**config.mk**
```make
export PLATFORM = sky130hd
export DESIGN_NAME = bus_lane_aligner
export DESIGN_NICKNAME = d
export VERILOG_FILES = /design/src/rtl/align_pkg.sv /design/src/rtl/align_ctrl.sv /design/src/rtl/align_datapath.sv /design/src/rtl/bus_lane_aligner.sv
export SDC_FILE = /design/constraint.sdc
export NUM_CORES = 1
export LEC_CHECK = 0
export BUFFER_PORTS_ARGS = -buffer_cell sky130_fd_sc_hd__buf_4
export CORE_MARGIN = 4
export CORE_UTILIZATION = 30
export DETAILED_ROUTE_END_ITERATION = 12
export MAX_ROUTING_LAYER = met4
export SLEW_MARGIN = 5
export SYNTH_ARGS = -nofsm -noshare
export SYNTH_HDL_FRONTEND = slang
export SYNTH_SLANG_ARGS = --single-unit
```
**constraint.sdc**
```tcl
create_clock -name clk -period 2.85 [get_ports clk]
set_input_delay 0.285 -clock clk [delete_from_list [all_inputs] [get_ports clk]]
set_output_delay 0.285 -clock clk [all_outputs]
set_load 0.01 [all_outputs]
```
**src/rtl/align_pkg.sv**
```systemverilog
package align_pkg;

  localparam int DATA_W = 32;
  localparam int LANES  = DATA_W / 8;
  localparam int OFFS_W = $clog2(LANES);

  typedef enum logic [1:0] {
    SZ_BYTE = 2'd0,
    SZ_HALF = 2'd1,
    SZ_WORD = 2'd2,
    SZ_RSVD = 2'd3
  } accSize_e;

  // Strobes passed from the control decode to the datapath.
  typedef struct packed {
    logic              issue;    // aligned access goes to the bus
    logic              store;    // issued access is a write
    logic              load;     // any load request (aligned or not)
    logic              misalign; // illegal request this cycle
    accSize_e          size;
    logic              sext;
    logic [OFFS_W-1:0] lane;     // lowest lane the access touches
    logic [LANES-1:0]  byteEn;
  } ctrlStrobes_t;

endpackage

```
**src/rtl/align_ctrl.sv**
```systemverilog
module align_ctrl
  import align_pkg::*;
(
  input  logic              clk,
  input  logic              rstN,
  input  logic              ctrlWrEn,
  input  logic              ctrlWrData,
  input  logic              reqValid,
  input  logic              reqWrite,
  input  logic [1:0]        reqSize,
  input  logic              reqSigned,
  input  logic [OFFS_W-1:0] reqOffs,
  output ctrlStrobes_t      strb,
  output logic              bigEndian
);

  logic              modeQ;
  accSize_e          sizeE;
  logic              badAlign;
  logic [OFFS_W-1:0] flipMask;
  logic [OFFS_W-1:0] laneSel;
  logic [LANES-1:0]  enBits;
  logic              issueOk;

  // Endian mode register: the write lands at the edge, so the request
  // presented in the same cycle still decodes with the old value.
  always_ff @(posedge clk) begin
    if (!rstN)         modeQ <= 1'b0;
    else if (ctrlWrEn) modeQ <= ctrlWrData;
  end

  assign bigEndian = modeQ;
  assign sizeE     = accSize_e'(reqSize);

  always_comb begin
    unique case (sizeE)
      SZ_BYTE: badAlign = 1'b0;
      SZ_HALF: badAlign = reqOffs[0];
      SZ_WORD: badAlign = |reqOffs;
      default: badAlign = 1'b1;
    endcase
  end

  // Big-endian mirrors the offset inside the word at the access granule.
  always_comb begin
    flipMask = '0;
    if (modeQ) begin
      unique case (sizeE)
        SZ_BYTE: flipMask = OFFS_W'(LANES - 1);
        SZ_HALF: flipMask = OFFS_W'(LANES - 2);
        default: flipMask = '0;
      endcase
    end
    laneSel = reqOffs ^ flipMask;
  end

  assign issueOk = reqValid & ~badAlign;

  for (genvar i = 0; i < LANES; i++) begin : g_lane_en
    localparam logic [OFFS_W-1:0] LANE_I = OFFS_W'(i);
    logic hit;
    always_comb begin
      unique case (sizeE)
        SZ_BYTE: hit = (laneSel == LANE_I);
        SZ_HALF: hit = (laneSel[OFFS_W-1] == LANE_I[OFFS_W-1]);
        default: hit = 1'b1;
      endcase
    end
    assign enBits[i] = issueOk & hit;
  end

  always_comb begin
    strb.issue    = issueOk;
    strb.store    = issueOk & reqWrite;
    strb.load     = reqValid & ~reqWrite;
    strb.misalign = reqValid & badAlign;
    strb.size     = sizeE;
    strb.sext     = reqSigned;
    strb.lane     = laneSel;
    strb.byteEn   = enBits;
  end

endmodule

```
**src/rtl/align_datapath.sv**
```systemverilog
module align_datapath
  import align_pkg::*;
(
  input  logic              clk,
  input  logic              rstN,
  input  ctrlStrobes_t      strb,
  input  logic [DATA_W-1:0] reqWdata,
  input  logic [DATA_W-1:0] busRdata,
  output logic              busValid,
  output logic              busWrite,
  output logic [LANES-1:0]  busByteEn,
  output logic [DATA_W-1:0] busWdata,
  output logic              rspValid,
  output logic [DATA_W-1:0] rspData,
  output logic              misalignErr
);

  localparam int HALF_W = 16;

  logic [DATA_W-1:0] laneShifted;
  logic [DATA_W-1:0] loadExt;

  assign busValid  = strb.issue;
  assign busWrite  = strb.store;
  assign busByteEn = strb.byteEn;

  // Store steering: copy the datum onto every lane it could occupy.
  for (genvar i = 0; i < LANES; i++) begin : g_wlane
    always_comb begin
      unique case (strb.size)
        SZ_BYTE: busWdata[i*8 +: 8] = reqWdata[7:0];
        SZ_HALF: busWdata[i*8 +: 8] = reqWdata[(i % 2)*8 +: 8];
        default: busWdata[i*8 +: 8] = reqWdata[i*8 +: 8];
      endcase
    end
  end

  // Load extraction: shift the addressed lane down to bit 0 and extend.
  assign laneShifted = busRdata >> {strb.lane, 3'b000};

  always_comb begin
    unique case (strb.size)
      SZ_BYTE: loadExt = strb.sext
                   ? {{(DATA_W-8){laneShifted[7]}}, laneShifted[7:0]}
                   : {{(DATA_W-8){1'b0}}, laneShifted[7:0]};
      SZ_HALF: loadExt = strb.sext
                   ? {{(DATA_W-HALF_W){laneShifted[HALF_W-1]}}, laneShifted[HALF_W-1:0]}
                   : {{(DATA_W-HALF_W){1'b0}}, laneShifted[HALF_W-1:0]};
      default: loadExt = busRdata;
    endcase
  end

  always_ff @(posedge clk) begin
    if (!rstN) begin
      rspValid    <= 1'b0;
      rspData     <= '0;
      misalignErr <= 1'b0;
    end else begin
      rspValid    <= strb.load;
      misalignErr <= strb.misalign;
      if (strb.load) rspData <= strb.misalign ? '0 : loadExt;
    end
  end

endmodule

```
**src/rtl/bus_lane_aligner.sv**
```systemverilog
module bus_lane_aligner
  import align_pkg::*;
#(
  parameter int ADDR_W = 32
) (
  input  logic              clk,
  input  logic              rstN,
  input  logic              ctrlWrEn,
  input  logic              ctrlWrData,
  input  logic              reqValid,
  input  logic              reqWrite,
  input  logic [1:0]        reqSize,
  input  logic              reqSigned,
  input  logic [ADDR_W-1:0] reqAddr,
  input  logic [31:0]       reqWdata,
  output logic              busValid,
  output logic              busWrite,
  output logic [ADDR_W-1:0] busAddr,
  output logic [3:0]        busByteEn,
  output logic [31:0]       busWdata,
  input  logic [31:0]       busRdata,
  output logic              rspValid,
  output logic [31:0]       rspData,
  output logic              misalignErr,
  output logic              bigEndian
);

  ctrlStrobes_t strb;

  assign busAddr = {reqAddr[ADDR_W-1:OFFS_W], {OFFS_W{1'b0}}};

  align_ctrl u_ctrl (
    .clk        (clk),
    .rstN       (rstN),
    .ctrlWrEn   (ctrlWrEn),
    .ctrlWrData (ctrlWrData),
    .reqValid   (reqValid),
    .reqWrite   (reqWrite),
    .reqSize    (reqSize),
    .reqSigned  (reqSigned),
    .reqOffs    (reqAddr[OFFS_W-1:0]),
    .strb       (strb),
    .bigEndian  (bigEndian)
  );

  align_datapath u_dp (
    .clk         (clk),
    .rstN        (rstN),
    .strb        (strb),
    .reqWdata    (reqWdata),
    .busRdata    (busRdata),
    .busValid    (busValid),
    .busWrite    (busWrite),
    .busByteEn   (busByteEn),
    .busWdata    (busWdata),
    .rspValid    (rspValid),
    .rspData     (rspData),
    .misalignErr (misalignErr)
  );

endmodule

```
==> impl_results.md <==
* Ant. Diodes at 0
* Mapped cell area at 2990 sq um
* Post-synth ARST share at 0%
* Placer Congestion at 0.830
* Die W at 108 um
* Synth warn at 0
* GRT Util Overall at 17.1%
* Tcrit/Tclk final at 86.9%
* Worst EP required at 2970 ps
* Filler instances at 1029
* Post-synth top cells: nand2_1 (49), buf_4 (44), o21ai_0 (39)
* H-tree Lvls at 2
* Family with the most delay on the worst path: flip-flops
* Post-DP HPWL at 7.78 mm
* First drt pass iteration count at 5
* Clk Latency, worst-skew pair at 300 ps
* CTS tree: yes
* I/O pin cnt at 210
* Peak supply drop at 128 uV
* Final hold violations at 0
* Pwr/cell area at 342 nW/um^2
* Max_cap viols at 0
* CP max stage delay at 800 ps
* Share of cells above drive strength 1 at 39.9%
* TritonCTS buffer count at 5
* Most frequent cell after synthesis: nand2_1
* Post-route DRC violation count at 0
* GR Overflow Total at 0
* Worst path bufs/invs at 0
* Antenna violations before repair at 0
* # Post-CTS Setup Buffers at 0
* Crit Path Max Fanout at 22
* Worst Reg-to-Reg Cells at 5
* Crit Path Class: register to register
* Area grow syn2layout at 32.7%
* Critical path arrival at 2600 ps
* Clk_skew at 14.2 ps
* CP startpoint kind: register
* Routed vias/inst at 5.18
* Total vias in the final route at 3208
* Pin count of the biggest net entering global routing at 32
* Lkg Pwr at 1.74 nW
* RSZ-0062 raised after global routing: false
* Post-route ant nets at 0
* Crit path from: u_ctrl.bigEndian
* Crit Reg-Reg Endpoint: u_dp.rspData[23]
* Status: complete, no violations
* Post-synthesis register bit count at 35
* R2r setup slk at 370 ps
* Post-synth EDFFs at 0
* Initial core utilization at 30.7%
* Syn_area_per_cell at 7.60 sq um
* Crit. End Element: register
* Hold path start: rstN
* Cell Chain, Critical Path: xnor2_1, and2_1, a31o_2, nand3_1, o311ai_0
* Clk sink count at 35
* First-pass GRT wire length at 15.7 mm
* Vias in the first global route at 3219
* Die area at 11600 sq um
* CORE AREA at 9730 sq um
* Drt total wl at 9.95 mm
* IO Port Bufs at 147
* Cell accounting for the most synthesized area: dfxtp_1
* Final TNS setup at 0 ps
* Synth area leaders: dfxtp_1 (23%), buf_4 (11%), mux2_2 (6.8%), o21ai_0 (6.5%), nand2_1 (6.2%)
* Worst Hold Depth at 2
* Drt first-iter violations at 235
* Most used DFF post-synth: dfxtp_1
* Post-DP Area at 3870 sq um
* Die Y at 108 um
* Worst Tran Pin Value at 1100 ps
* Largest buffer count on any clock path at 2
* Critical R2R Launch: u_ctrl.bigEndian
* Peak Freq at 404 MHz
* Hold Path Sink: u_ctrl.bigEndian
* CTS root buf: clkbuf_8
* Seq/Total Area, Yosys at 23.5%
* Site Rows at 36
* Post-Syn Instances at 393
* Headroom to the max-slew limit at 26.3%
* # nets final at 590
* Final setup vio count at 0
* Minimum clock period at 2480 ps
* Post-CTS sizing at 0
* Synth top area share at 23.5%
* CP max-delay cell: dfxtp_1
* Max-slew violations at 0
* HP Class: input pin to register
* Synth cell types at 51
* Post-route cell area at 3960 sq um
* Hold buffers post-CTS at 0
* Clk pin slew, worst setup/hold paths at 90 ps
* Avg WL per Cell at 16.1 um
## per-stage QoR
step	setup WS (ps)	hold slack (ps)	total power [mW]	utilization [%]	std cells
final	372	223	1.35	40.7	619
after global placement	497	451	0.990	39.8	611
after CTS	393	223	1.36	40.7	619
after global routing	47.9	225	1.43	40.7	619
after floorplan	878	413	0.819	-	394
after detailed placement	421	459	0.993	39.8	611
## final cells by class
| cell class | instances | area [sq um] | share of cell area [%] |
|---|---|---|---|
| clock buffers | 5 | 68.8 | 1.74 |
| inverters | 14 | 52.6 | 1.33 |
| clock inverters | 3 | 20.0 | 0.505 |
| repair buffers | 158 | 1190 | 29.9 |
| multi-input cells | 271 | 1770 | 44.6 |
| well taps | 133 | 166 | 4.20 |
| flip-flops and latches | 35 | 701 | 17.7 |
## worst max path at each step
stage	to	slack, ps	depth (start not counted)
global route	u_dp.rspData[31]	50	5
detailed placement	u_dp.rspData[23]	420	5
CTS	u_dp.rspData[23]	390	5
finish	u_dp.rspData[23]	370	5
floorplan	u_dp.rspData[12]	880	7
global placement	u_dp.rspData[23]	500	5
## metal layers
metal / vias to the layer above / wire, um / share of wire [%] / track usage [%]
met4: 0 / 180 / 1.8 / 5.77
met1: 1458 / 4040 / 41 / 20.2
met2: 175 / 4810 / 48 / 28.4
met5: - / 0 / 0 / -
met3: 21 / 917 / 9.2 / 4.14
li1: 1554 / - / - / -
## cells in the final DEF (no fill, tap or decap), drive strengths merged, types with 6 or more instances in the layout
master,count
nor2b,8
dfxtp,35
nand2,49
o21ai,39
mux2i,11
mux2,21
o211ai,19
nand3,9
nor2,15
a31oi,6
buf,158
nor3,7
o311ai,6
inv,13
a21oi,21
xnor2,7
## state kept, by name, indices dropped and copies added (netlist names)
register	count
u_ctrl.bigEndian	1
u_dp.misalignErr	1
u_dp.rspValid	1
u_dp.rspData	32
## cells by family after synthesis
family                    synth area share (%)
AOI/OAI and AO/OA                         27.7
and+or+nand+nor                           16.8
buffers and inverters                     17.6
DFF                                       23.5
muxes                                     12.0
xor gates and xnor gates                  2.35
other                                    0.126
## power by group
| group | total (mW) | leakage, nW | switching [mW] | internal, mW |
|---|---|---|---|---|
| Sequential | 0.519 | 0.284 | 0.0138 | 0.505 |
| Combinational | 0.462 | 1.41 | 0.232 | 0.231 |
| Clock | 0.373 | 0.0402 | 0.203 | 0.170 |
| Total | 1.35 | 1.74 | 0.448 | 0.906 |
Power figures use the tool's default switching activity.
